$ cat src/rtl/dmod_fb_divider.sv
module dmod_fb_divider #(
  parameter int AW    = 6,
  parameter int BW    = 13,
  parameter int SW    = 2,
  parameter int PBASE = 8
) (
  input  logic          clk,
  input  logic          rst_n,
  input  logic [SW-1:0] psel,
  input  logic [AW-1:0] a_val,
  input  logic [BW-1:0] b_val,
  output logic          div_out,
  output logic          cfg_err
);
  localparam int PMAX = PBASE << ((1 << SW) - 1);
  localparam int PW   = $clog2(PMAX + 2);

  logic [PW-1:0] p_cur, pre_cnt, lim, p_in;
  logic [AW-1:0] a_cnt;
  logic [BW-1:0] b_cnt;
  logic          idle_q, err_q, pulse_q;
  logic          bad_in, pre_last, b_last;

  assign p_in     = PW'(PBASE) << psel;
  assign bad_in   = (b_val == '0) || (b_val < BW'(a_val));
  assign lim      = (a_cnt != '0) ? p_cur + 1'b1 : p_cur;
  assign pre_last = (pre_cnt == lim - 1'b1);
  assign b_last   = (b_cnt == BW'(1));
  assign div_out  = pulse_q;
  assign cfg_err  = err_q;

  always_ff @(posedge clk) begin
    if (!rst_n) begin
      idle_q  <= 1'b1;
      err_q   <= 1'b0;
      pulse_q <= 1'b0;
      p_cur   <= '0;
      pre_cnt <= '0;
      a_cnt   <= '0;
      b_cnt   <= '0;
    end else begin
      err_q <= bad_in;
      if (bad_in) begin
        idle_q  <= 1'b1;
        pulse_q <= 1'b0;
      end else if (idle_q || (pre_last && b_last)) begin
        p_cur   <= p_in;
        a_cnt   <= a_val;
        b_cnt   <= b_val;
        pre_cnt <= '0;
        idle_q  <= 1'b0;
        pulse_q <= !idle_q;
      end else begin
        pulse_q <= 1'b0;
        if (pre_last) begin
          pre_cnt <= '0;
          b_cnt   <= b_cnt - 1'b1;
          if (a_cnt != '0) a_cnt <= a_cnt - 1'b1;
        end else begin
          pre_cnt <= pre_cnt + 1'b1;
        end
      end
    end
  end

  AST_PULSE_SINGLE: assert property (@(posedge clk) disable iff (!rst_n) div_out |=> !div_out);
  AST_ERR_SILENT: assert property (@(posedge clk) disable iff (!rst_n) cfg_err |-> !div_out);
  AST_PRE_RANGE: assert property (@(posedge clk) disable iff (!rst_n) !idle_q |-> (pre_cnt < lim));
  AST_SWALLOW_LE_MAIN: assert property (@(posedge clk) disable iff (!rst_n) !idle_q |-> (BW'(a_cnt) <= b_cnt));
  AST_MAIN_NONZERO: assert property (@(posedge clk) disable iff (!rst_n) !idle_q |-> (b_cnt != '0));
  AST_PULSE_AT_RELOAD: assert property (@(posedge clk) disable iff (!rst_n) div_out |-> (pre_cnt == '0 && !idle_q));
endmodule

$ cat config.mk
export PLATFORM = sky130hd
export DESIGN_NAME = dmod_fb_divider
export DESIGN_NICKNAME = d
export VERILOG_FILES = /design/src/rtl/dmod_fb_divider.sv
export SDC_FILE = /design/constraint.sdc
export NUM_CORES = 1
export LEC_CHECK = 0
export ABC_CLOCK_PERIOD_IN_PS = 2450
export BUFFER_PORTS_ARGS = -buffer_cell sky130_fd_sc_hd__buf_2
export CAP_MARGIN = 20
export CELL_PAD_IN_SITES_DETAIL_PLACEMENT = 1
export CELL_PAD_IN_SITES_GLOBAL_PLACEMENT = 2
export CORE_AREA = 4 4 82 104
export DETAILED_ROUTE_END_ITERATION = 10
export DIE_AREA = 0 0 86 108
export GPL_ROUTABILITY_DRIVEN = 0
export GPL_TIMING_DRIVEN = 0
export PLACE_DENSITY = 0.81
export RECOVER_POWER = 100
export SYNTH_ARGS = -nofsm -noshare
export SYNTH_HDL_FRONTEND = slang
export SYNTH_SLANG_ARGS = --single-unit
$ cat constraint.sdc
create_clock -name clk -period 2.45 [get_ports clk]
set_clock_uncertainty 0.2 [all_clocks]
set_input_delay 0.1225 -clock clk [delete_from_list [all_inputs] [get_ports clk]]
set_output_delay 0.1225 -clock clk [all_outputs]
set_load 0.01 [all_outputs]
# ---- Word-level counts from Yosys, hierarchy flattened
# Index checks and enable logic that the tools add are counted.
dict set report totals {
  inputBits 23
  out_inout_bits 2
  reg_bits 36
  elab_cells 40
}
dict set report op_classes {
  reduce_logical 13
  n_bitwise 3
  shift 1
  n_mux 8
  order_cmp 1
  n_addsub 5
  eq_ne 2
}
# cell n
set op_table {}
lappend op_table {{13-bit two-way mux} 2}
lappend op_table {{7-bit two-way mux} 3}
lappend op_table {{6-bit two-way mux} 3}
lappend op_table {{7-bit by 1-bit adder with 7-bit output (second input constant)} 2}
lappend op_table {{13-bit by 1-bit == test with 1-bit output (second input constant)} 1}
lappend op_table {{13-bit logical NOT} 1}
lappend op_table {{13-bit by 6-bit < comparator with 1-bit output} 1}
lappend op_table {{13-bit by 1-bit subtractor with 13-bit output (second input constant)} 1}
lappend op_table {{7-bit == test} 1}
lappend op_table {{4-bit by 2-bit left shift with 7-bit output (first input constant)} 1}
lappend op_table {{7-bit by 1-bit subtractor with 7-bit output (second input constant)} 1}
lappend op_table {{6-bit nonzero test} 1}
lappend op_table {{6-bit by 1-bit subtractor with 6-bit output (second input constant)} 1}
lappend op_table {{2-bit AND reduction} 2}
lappend op_table {{2-bit nonzero test} 2}
lappend op_table {{1-bit inverter} 3}
lappend op_table {{3-bit AND reduction} 1}
lappend op_table {{3-bit OR reduction} 1}
lappend op_table {{1-bit logical OR} 2}
lappend op_table {{2-bit OR reduction} 1}
lappend op_table {{1-bit logical AND} 1}
lappend op_table {{1-bit logical NOT} 1}

# ---- Depth between registers and ports, before layout
# Gate-level depths: netlist of the first run.
dict set report depth {
  depth_word 8
  mapped_depth 14
  ltp_nobuf 12
}

# ---- Least setup slack after synthesis of the first run
# No wires, ideal clock.
dict set report synth_timing {
  path_type {register to register}
  from {register a_cnt[0]}
  to {register b_cnt[0]}
  t_required_ns 2.118
  setup_slack_ns -0.254
  setup_time_ns 0.132
  path_stages_with_launch 14
  synth_period_minus_slack_ns 2.704
  arrival_ns 2.372
  n_path_buf 1
  cell_sequence {dfxtp_1 > inv_1 > ha_1 > nand3_2 > inv_1 > ha_1 > xor2_1 > xnor2_1 > o311a_4 > buf_6 > nor2_4 > or3_1 > o21ai_0 > a21oi_1}
}
dict set report synth_between {
  elab_chain_cells 8
  elab_cells_between_ends 9
  cone_classes {add/sub: 1; eq/ne: 1; mux: 2; reduce/logical: 5}
}
# item line
set synth_rtl {}
lappend synth_rtl {{start: declaration} 19} ;# logic [AW-1:0] a_cnt;
lappend synth_rtl {{start signal: assignment} 48} ;# a_cnt <= a_val;
lappend synth_rtl {{start signal: assignment} 58} ;# if (a_cnt != '0) a_cnt <= a_cnt - 1'b1;
lappend synth_rtl {{6-bit nonzero test (*)} 26} ;# assign lim = (a_cnt != '0) ? p_cur + 1'b1 : p_cur;
lappend synth_rtl {{7-bit two-way mux (*)} 26}
lappend synth_rtl {{7-bit by 1-bit subtractor with 7-bit output (*)} 27} ;# assign pre_last = (pre_cnt == lim - 1'b1);
lappend synth_rtl {{7-bit == test (*)} 27}
lappend synth_rtl {{1-bit logical AND} 46} ;# end else if (idle_q || (pre_last && b_last)) begin
lappend synth_rtl {{1-bit logical OR} 46}
lappend synth_rtl {{2-bit nonzero test (no line)} --}
lappend synth_rtl {{2-bit AND reduction (no line)} --}
lappend synth_rtl {{end signal: assignment} 49} ;# b_cnt <= b_val;
lappend synth_rtl {{end signal: assignment} 57} ;# b_cnt <= b_cnt - 1'b1;
lappend synth_rtl {{end: declaration} 20} ;# logic [BW-1:0] b_cnt;
# Mark *: on every way between the ends. The rest lies on a longest branch, timed or not.
# A chain may end at the register's enable or synchronous reset.

# ---- Worst setup path in the final report of the first run
dict set report layout_timing {
  from {register a_cnt[2]}
  to {register b_cnt[0]}
}
# Same word-level chain as after synthesis.

==> impl_metrics.csv, run 1 <==
group,metric,value,unit
synth,syn_area,0.00237,mm²
synth,ys.flop_type,"dfxtp_1",
job,cap_viol_max_count,0,
pwr,ir_worst_vdd,0.596,mV
status,violations,"setup timing",
pwr,p_sw,1.96,mW
setup_path,endpoint_kind,"register",
grt,grt_max_degree,11,
pwr,leakage,1.31,nW
clock_tree,cts_inserted_buffers,5,
pwr,pwr-share-seq,20.9,%
sta,setup_viol,21,
floorplanning,dieHeight,108,µm
setup_path,r2r_slack,-210,ps
clock_tree,clock_path_buffers,2,
sta,relSlewSlack,48.7,%
setup_path,cpMostUsedCell,"nor2_4",
synth,ys_warn_count,0,
layout,design_area,0.00344,mm²
setup_path,rr_endpoint,"b_cnt[0]",
clock_tree,cts_tree,"built",
drt,firstDrtPassIters,4,
drt,via_count,2556,
drt,drt_iter0_drc,112,
layout,final_cell_mix,"dfxtp_1 (31), nand2_1 (29), buf_2 (21), buf_4 (19)",
setup_path,cp.required,2410,ps
grt,antenna_found_initial,0,
sta,period_share,109,%
status,outcome,"finished, violations left",
sta,fin_crit,2660,ps
drt,drc,0,
drt,wl_per_cell,19.2,µm
layout,drive_gt1_share,37.0,%
drt,routed_wirelength,8670,µm
synth,syn_nets,318,
floorplanning,ioPinCount,25,
setup_path,crit_chain,"nor2_4 -> nand3_4 -> inv_4 -> ha_4 -> xor2_2 -> xnor2_2 -> o311a_4 -> buf_8 -> nor2_4 -> or3_4 -> o21ai_4 -> a21oi_2",
setup_path,slowest_stage,"dfxtp_1",
clock_tree,cts.sinks,33,
sta,hold_viol_final,0,
grt,grt_overflow,0,
grt,grt_pass1_wl,14000,µm
clock_tree,htree_levels,2,
layout,area_growth,45.2,%
hold_path,hold_start,"b_val[5]",
setup_path,startpoint_type,"register",
hold_path,hold_end,"b_cnt[5]",
grt,grt_pass1_vias,2654,
clock_tree,clk_pin_slew,70,ps
sta,setup_slack,-212,ps
synth,synth_edf_count,0,
sta,worst_slew_pin_slew,770,ps
setup_path,rr_worst_depth,12,
placed_design,portBuffers,24,
pwr,power,4.22,mW
setup_path,crit_type,"register to register",
pwr,p_comb_share,68.9,%
synth,avgSynthCellArea,8.31,µm²
pwr,clockPowerShare,10.2,%
sta,rsz0062_at_grt,"yes",
floorplanning,die_area,0.00929,mm²
grt,track_usage,19.2,%
floorplanning,die_x,86,µm
setup_path,cp_max_fo,6,
placed_design,place_area,0.00266,mm²
pwr,p_per_area,1230,mW/mm²
setup_path,arrival,2620,ps
synth,async_reset_ff_share,0,%
floorplanning,num_rows,36,
floorplanning,core_region_area,0.00761,mm²
setup_path,cpPeakStageDelay,500,ps
synth,netlist_instances,285,
clock_tree,clkLatencyLatePin,290,ps
hold_path,whs_path_depth,3,
pwr,p_int,2.26,mW
synth,ys_ff_latch,33,
sta,fmax,0.376,GHz
clock_tree,root_buffer,"clkbuf_8",
pwr,switching_share,46.5,%
hold_path,hold_class,"input port to register",
drt,ant_nets,0,
layout,nets,390,
drt,vias_per_cell,5.65,
sta,maxSlewViolCount,0,
synth,yosysUniqueCellTypes,62,
layout,final_common_cell,"dfxtp_1",
floorplanning,initial_core_util,31.1,%
placed_design,hpwl,5740,µm
setup_path,rr_startpoint,"a_cnt[2]",
synth,ys_seq_area_share,27.9,%
layout,diodes,0,
==> stage by stage <==
| stage | hold slack [ps] | utilization (%) | cells | setup TNS [ps] | setup slack (ps) |
|---|---|---|---|---|---|
| 3_5_place_dp | 226 | 35.0 | 404 | -6950 | -381 |
| 2_1_floorplan | 76.8 | - | 285 | 0 | 7.81 |
| 4_1_cts | 13.0 | 42.5 | 444 | -2600 | -199 |
| 6_report | 13.7 | 45.2 | 452 | -2100 | -212 |
| 5_1_grt | 26.6 | 45.2 | 452 | -4680 | -283 |
| 3_3_place_gp | 216 | 35.0 | 404 | -5700 | -307 |
==> cells in the mapped netlist, types with 4 or more instances <==
library cell | count | area [µm²]
nor4_1 | 6 | 37.5
o22ai_1 | 10 | 62.6
o21ai_0 | 13 | 65.1
or3_1 | 5 | 31.3
nor2_1 | 13 | 48.8
mux2i_1 | 9 | 90.1
clkbuf_1 | 5 | 18.8
dfxtp_1 | 33 | 661
o221ai_1 | 5 | 43.8
nand2b_1 | 4 | 25.0
nand3_1 | 13 | 65.1
nand4_1 | 5 | 31.3
o211ai_1 | 4 | 30.0
a21oi_1 | 21 | 105
nand2_1 | 31 | 116
ha_1 | 10 | 125
buf_6 | 5 | 56.3
nor3_1 | 9 | 45.0
inv_1 | 16 | 60.1
nand4b_1 | 4 | 35.0
==> metal layers <==
| metal | global-route usage (%) | wire length, µm | up-vias |
|---|---|---|---|
| li1 | - | - | 1212 |
| met1 | 22.8 | 3600 | 1288 |
| met2 | 34.1 | 4570 | 39 |
| met3 | 3.51 | 260 | 17 |
| met4 | 7.24 | 232 | 0 |
| met5 | 0 | 0 | - |
==> cell families (layout without fill, tap and decap cells) <==
group	after synthesis	after routing	synth area share, %
simple gates	116	116	28.7
fa+ha+maj	10	10	5.28
xor+xnor	5	5	1.85
flops	33	33	27.9
mux	12	12	5.39
buf+inv	29	101	6.34
compound gates	80	80	24.6
==> critical path, delay by kind of cell, from the launching register on <==
family | cells | cell delay [ps]
xor gates and xnor gates | 2 | 340
adders and majority gates | 1 | 150
and+or+nand+nor | 4 | 660
AOI/OAI and AO/OA | 3 | 520
buffers and inverters | 2 | 160
DFF | 1 | 500
==> worst max path at each step <==
stage                   from        end  slack [ps]
finish              a_cnt[2]   b_cnt[0]        -210
global route        a_cnt[2]   b_cnt[0]        -280
CTS                 a_cnt[0]   a_cnt[0]        -200
detailed placement  a_cnt[1]  b_cnt[12]        -380
global placement    a_cnt[1]  b_cnt[11]        -310
floorplan           a_cnt[0]   a_cnt[1]           8
==> power by group through the flow <==
stage	Clock (mW)	Sequential, mW	Combinational, mW
floorplan	0	0.823	1.48
global placement	0	0.858	1.86
detailed placement	0	0.864	1.91
CTS	0.445	0.857	2.58
global route	0.467	0.898	3.14
finish	0.430	0.880	2.91
==> registers in the layout, summed over array words and instances (netlist names) <==
name	cells
pre_cnt	7
idle_q	1
p_cur	4
a_cnt	6
div_out	1
b_cnt	13
cfg_err	1
==> area by class of cell <==
cell class                 count  area (µm²)
buffer                        12        97.6
fill                         894        4170
inverter                      16        62.6
timing repair buffer          66         552
multi-input combinational    223        1860
clock buffer                   7        86.3
sequential                    33         663
tap                           95         119
==> timing repair <==
item,in CTS,in global routing
gates cloned,2,0
pin swaps,16,25
hold endpoints to repair,14,0
hold buffers,12,0
gates resized for setup,36,33
setup buffers,19,8
setup endpoints to repair,30,31
Power figures use the tool's default switching activity.
==> inputs of run 2 (changes only) <==
==> constraint.sdc (replaced) <==
create_clock -name clk -period 2.45 [get_ports clk]
set_clock_uncertainty 0.2 [all_clocks]
set_input_delay 0.49 -clock clk [delete_from_list [all_inputs] [get_ports clk]]
set_output_delay 0.49 -clock clk [all_outputs]
set_load 0.01 [all_outputs]
==> run 2 against run 1 <==
The run still ends with setup timing left. First-iteration DRC count down 53%. Critical path depth is 1 higher. Worst setup slack improved by 21 ps. Final cell count down 2.7%. Via count fell by 2.5%. Worst hold slack better by 260 ps.
==> impl_metrics.csv, run 2 (synthesized netlist as in run 1, its figures left out) <==
group,metric,value,unit
status,outcome,"finished, violations left",
status,violations,"setup timing",
clock_tree,root_buffer,"clkbuf_8",
pwr,ir_worst_vdd,0.602,mV
grt,grt_max_degree,11,
clock_tree,htree_levels,2,
sta,worst_slew_pin_slew,797,ps
grt,grt_pass1_vias,2576,
layout,design_area,0.00336,mm²
hold_path,hold_class,"input port to register",
drt,routed_wirelength,8520,µm
grt,grt_overflow,0,
layout,area_growth,41.9,%
sta,relSlewSlack,46.9,%
floorplanning,num_rows,36,
clock_tree,cts_inserted_buffers,5,
drt,via_count,2492,
sta,period_share,108,%
clock_tree,clock_path_buffers,2,
sta,hold_viol_final,0,
pwr,clockPowerShare,10.3,%
pwr,pwr-share-seq,20.8,%
drt,firstDrtPassIters,4,
clock_tree,clkLatencyLatePin,290,ps
drt,ant_nets,0,
drt,drc,0,
floorplanning,initial_core_util,31.1,%
layout,final_cell_mix,"dfxtp_1 (31), nand2_1 (29), buf_2 (23), buf_4 (21)",
clock_tree,clk_pin_slew,70,ps
layout,diodes,0,
setup_path,arrival,2600,ps
placed_design,place_area,0.00266,mm²
layout,reg_top3,"b_cnt: 13 flops, pre_cnt: 7 flops, a_cnt: 6 flops",
pwr,leakage,1.27,nW
clock_tree,cts_tree,"built",
sta,finalSetupTns,-1990,ps
floorplanning,core_region_area,0.00761,mm²
layout,multi_input_area,0.00192,mm²
floorplanning,die_x,86,µm
placed_design,hpwl,5740,µm
pwr,p_int,2.26,mW
setup_path,startpoint_type,"register",
layout,regMostFlops,"b_cnt",
layout,final_common_cell,"dfxtp_1",
placed_design,portBuffers,24,
pwr,p_sw,1.96,mW
setup_path,crit_chain,"inv_2 -> ha_4 -> nand3_4 -> inv_4 -> ha_4 -> xor2_2 -> xnor2_2 -> o311a_4 -> buf_8 -> nor2_4 -> or3_4 -> o21ai_4 -> a21oi_2",
drt,wl_per_cell,19.4,µm
layout,instances_no_fill,440,
sta,maxSlewViolCount,0,
job,cap_viol_max_count,0,
floorplanning,ioPinCount,25,
sta,fin_crit,2640,ps
sta,rsz0062_at_grt,"yes",
pwr,p_per_area,1250,mW/mm²
layout,seqCellArea,663,µm²
pwr,switching_share,46.5,%
setup_path,cpMostUsedCell,"ha_4",
grt,antenna_found_initial,0,
placed_design,dp.cells,404,
drt,vias_per_cell,5.66,
drt,drt_iter0_drc,53,
setup_path,crit_type,"register to register",
grt,grt_pass1_wl,13700,µm
grt,track_usage,19.0,%
clock_tree,cts.sinks,33,
layout,largest_reg_flops,13,
setup_path,cp.required,2410,ps
setup_path,slowest_stage,"or3_4",
setup_path,cpPeakStageDelay,460,ps
floorplanning,die_area,0.00929,mm²
floorplanning,dieHeight,108,µm
sta,setup_slack,-191,ps
layout,drive_gt1_share,41.4,%
setup_path,cp_max_fo,5,
sta,fmax,0.379,GHz
layout,final.fill_count,890,
setup_path,endpoint_kind,"register",
layout,nets,378,
sta,setup_viol,20,
pwr,p_comb_share,68.9,%
==> run 2: cell count changes in the layout (fill, tap and decap cells not counted), sizes merged <==
cell / before / now
buf: 55 / 57
dlygate4sd3: 12 / 0
clkbuf: 18 / 16
==> run 2: cell type report <==
type | count | area share [%]
timing repair buffer | 54 | 12.4
sequential | 33 | 19.7
tap | 95 | 3.53
clock buffer | 7 | 2.57
multi-input combinational | 223 | 57.0
buffer | 12 | 2.98
inverter | 16 | 1.86
==> run 2: routing by layer <==
layer	wire length (µm)	part of all wire [%]	track usage [%]
met1	3560	42	22.8
met3	212	2.5	3.35
met4	184	2.2	7.01
met5	0	0	0
met2	4560	54	33.7
==> run 2: final timing paths <==
check                  from   endpoint  slack, ps  cells after the start
hold reg to reg    b_cnt[5]   b_cnt[5]        290                      2
setup / recovery   a_cnt[1]   b_cnt[0]       -190                     13
setup reg to reg   a_cnt[1]   b_cnt[0]       -190                     13
hold / removal    b_val[10]  b_cnt[10]        270                      3
==> run 2: repair_timing <==
action,CTS,global route
setup endpoints to repair,31,31
hold buffers,0,0
setup buffers,21,7
pin swaps,17,26
resized for setup,37,45
gates cloned,2,0
==> run 2: through the flow <==
step / setup WS (ps) / utilization [%] / power [mW] / hold slack (ps)
5_1_grt: -273 / 44.2 / 4.50 / 287
2_1_floorplan: 7.81 / - / 2.30 / 243
6_report: -191 / 44.2 / 4.22 / 272
3_5_place_dp: -553 / 35.0 / 2.78 / 276
3_3_place_gp: -475 / 35.0 / 2.72 / 259
4_1_cts: -199 / 41.1 / 3.87 / 280
==> run 2: critical path, delay by kind of cell (launching register included) <==
kind | cells | cell delay [ps]
simple gates | 3 | 600
compound gates | 3 | 500
flops | 1 | 340
xor+xnor | 2 | 340
fa+ha+maj | 2 | 310
buf+inv | 3 | 200
==> run 2: power by group through the flow <==
stage	Sequential, mW	Combinational [mW]	Clock [mW]
after floorplan	0.823	1.48	0
after global placement	0.858	1.86	0
after detailed placement	0.864	1.91	0
after CTS	0.857	2.56	0.445
after global routing	0.896	3.13	0.471
final	0.878	2.91	0.433
==> inputs of run 3 (changes only) <==
PLACE_DENSITY = 0.78   (was 0.81)
SETUP_SLACK_MARGIN = 0.02   (was not set)
==> run 3 against run 2 <==
The run still ends with setup timing left. Worst hold slack gained 14 ps. Die area is the same. Sequential share of layout area grew 0.42 points. Final cell count shrank 1.1%. Cell area shrank 1.9%. Clock-buffer cell count is the same. Utilization shrank 0.84 points. Via count shrank 1.4%. Routed wire length shrank 3.3%. Non-clock buffer count shrank 5. Maximum frequency grew 0.78%.
==> impl_metrics.csv, run 3 (synthesized netlist as in run 1, its figures left out) <==
group,metric,value,unit
layout,nets,373,
sta,rsz0062_at_grt,"yes",
setup_path,cpPeakStageDelay,340,ps
pwr,leakage,1.24,nW
setup_path,crit_path_end,"a_cnt[5]",
drt,drt_iter0_drc,113,
sta,fmax,0.382,GHz
pwr,clockPowerShare,10.7,%
sta,hold_viol_final,0,
layout,drive_gt1_share,40.3,%
layout,reg_top3,"b_cnt: 13 flops, pre_cnt: 7 flops, a_cnt: 6 flops",
sta,relSlewSlack,22.4,%
pwr,p_sw,1.90,mW
clock_tree,root_buffer,"clkbuf_8",
layout,final_common_cell,"dfxtp_1",
setup_path,slowest_stage,"dfxtp_2",
pwr,switching_share,46.6,%
clock_tree,cts_inserted_buffers,5,
drt,routed_wirelength,8240,µm
grt,antenna_found_initial,0,
drt,wl_met2,4400,µm
layout,largest_reg_flops,13,
hold_path,whs_path_depth,3,
setup_path,cp_max_fo,8,
grt,grt_max_degree,11,
layout,multi_input_area,0.00188,mm²
layout,area_growth,39.2,%
drt,drc,0,
pwr,p_comb_share,67.9,%
drt,route.met3.wl,216,µm
sta,setup_viol,22,
sta,setup_slack,-171,ps
placed_design,preCtsSetupSlack,-544,ps
clock_tree,clock_path_buffers,2,
grt,grt_overflow,0,
pwr,p_int,2.18,mW
drt,wl_met1,3510,µm
grt,track_usage,18.1,%
placed_design,hpwl,5630,µm
clock_tree,clk_pin_slew,80,ps
job,cap_viol_max_count,0,
floorplanning,dieHeight,108,µm
status,violations,"setup timing",
clock_tree,cts.sinks,33,
drt,ant_nets,0,
grt,grt_pass1_vias,2573,
layout,seqCellArea,664,µm²
floorplanning,initial_core_util,31.1,%
setup_path,cpMostUsedCell,"ha_4",
floorplanning,die_area,0.00929,mm²
sta,fin_crit,2620,ps
setup_path,startpoint_type,"register",
pwr,power,4.09,mW
layout,fin_util,43.3,%
setup_path,worstSetupStartpoint,"a_cnt[0]",
floorplanning,core_region_area,0.00761,mm²
layout,diodes,0,
setup_path,r2r_slack,-170,ps
clock_tree,postCtsHoldBufs,0,
status,outcome,"finished, violations left",
pwr,pwr-share-seq,21.4,%
setup_path,rr_startpoint,"a_cnt[0]",
floorplanning,num_rows,36,
setup_path,cp.required,2420,ps
setup_path,crit_type,"register to register",
sta,period_share,107,%
setup_path,endpoint_kind,"register",
clock_tree,htree_levels,2,
clock_tree,cts_tree,"built",
setup_path,arrival,2590,ps
drt,wl_per_cell,18.9,µm
sta,worst_slew_pin_slew,1150,ps
floorplanning,ioPinCount,25,
drt,dr.max_layer_used,"met4",
layout,regMostFlops,"b_cnt",
floorplanning,die_x,86,µm
drt,via_count,2456,
layout,final_cell_mix,"dfxtp_1 (30), nand2_1 (29), buf_2 (22), buf_4 (17), inv_1 (13)",
setup_path,crit_chain,"inv_2 -> ha_4 -> nand3_4 -> inv_4 -> ha_4 -> xor2_2 -> xnor2_2 -> o311a_4 -> buf_6 -> a31oi_4 -> buf_8 -> mux2i_1 -> o221ai_2",
drt,firstDrtPassIters,4,
setup_path,rr_endpoint,"a_cnt[5]",
layout,final.fill_count,882,
placed_design,portBuffers,24,
clock_tree,clkLatencyLatePin,290,ps
pwr,ir_worst_vdd,0.653,mV
grt,grt_pass1_wl,13100,µm
drt,vias_per_cell,5.65,
pwr,p_per_area,1240,mW/mm²
hold_path,hold_class,"input port to register",
sta,maxSlewViolCount,0,
setup_path,rr_worst_depth,13,
==> run 3: cell count changes in the layout (fill, tap and decap cells not counted), moves of 2 or more <==
cell / before / now
nand3_4: 4 / 2
o22ai_2: 9 / 7
a21oi_2: 6 / 8
nand3_2: 0 / 2
o22ai_1: 1 / 3
buf_4: 21 / 17
==> run 3: area by class of cell <==
type                    instances  area share [%]
multi-input cells             223            57.0
flip-flops and latches         33            20.1
repair buffers                 48            11.4
well taps                      95            3.60
plain buffers                  13            3.38
clock buffers                   7            2.62
inverters                      16            1.90
==> run 3: metal layers <==
layer,global-route usage (%),vias to the layer above
li1,-,1182
met1,20.4,1231
met2,33.4,35
met3,3.35,8
met4,6.56,0
met5,0,-
==> run 3: what timing repair did <==
item / CTS / global route
gates cloned: 1 / 1
pin swaps: 15 / 28
resized for setup: 31 / 40
setup buffers: 22 / 0
endpoints found under the setup margin: 31 / 31
==> run 3: worst max-delay path: cells and delay by family (launching register included) <==
kind                     cells  cell delay (ps)
AND/OR/NAND/NOR              1              100
multiplexers                 1              230
adder cells (fa/ha/maj)      2              320
flip-flops                   1              340
buffers and inverters        4              410
XOR/XNOR                     2              310
AO/OA/AOI/OAI                3              580
==> run 3: how the worst min path moves through the flow <==
stage                   start  slack (ps)        end
finish                psel[0]         290   p_cur[6]
global placement     b_cnt[5]         260   b_cnt[5]
CTS                  b_val[8]         280   b_cnt[8]
global route        b_val[12]         300  b_cnt[12]
floorplan            b_cnt[5]         240   b_cnt[5]
detailed placement   b_cnt[5]         280   b_cnt[5]
==> run 3: power groups by stage <==
| stage | combinational (mW) | sequential, mW | clock (mW) |
|---|---|---|---|
| floorplan | 1.48 | 0.823 | 0 |
| global placement | 1.88 | 0.861 | 0 |
| detailed placement | 1.90 | 0.868 | 0 |
| CTS | 2.46 | 0.858 | 0.443 |
| global route | 3.00 | 0.898 | 0.462 |
| finish | 2.78 | 0.873 | 0.437 |
==> run 3: per-stage QoR <==
| step | area [µm²] | setup TNS (ps) | hold WS (ps) | std cells |
|---|---|---|---|---|
| 2_1_floorplan | 2420 | 0 | 243 | 285 |
| 3_3_place_gp | 2660 | -12420 | 261 | 404 |
| 3_5_place_dp | 2660 | -12290 | 278 | 404 |
| 4_1_cts | 3080 | -1600 | 277 | 434 |
| 5_1_grt | 3300 | -4810 | 305 | 435 |
| 6_report | 3300 | -2260 | 287 | 435 |
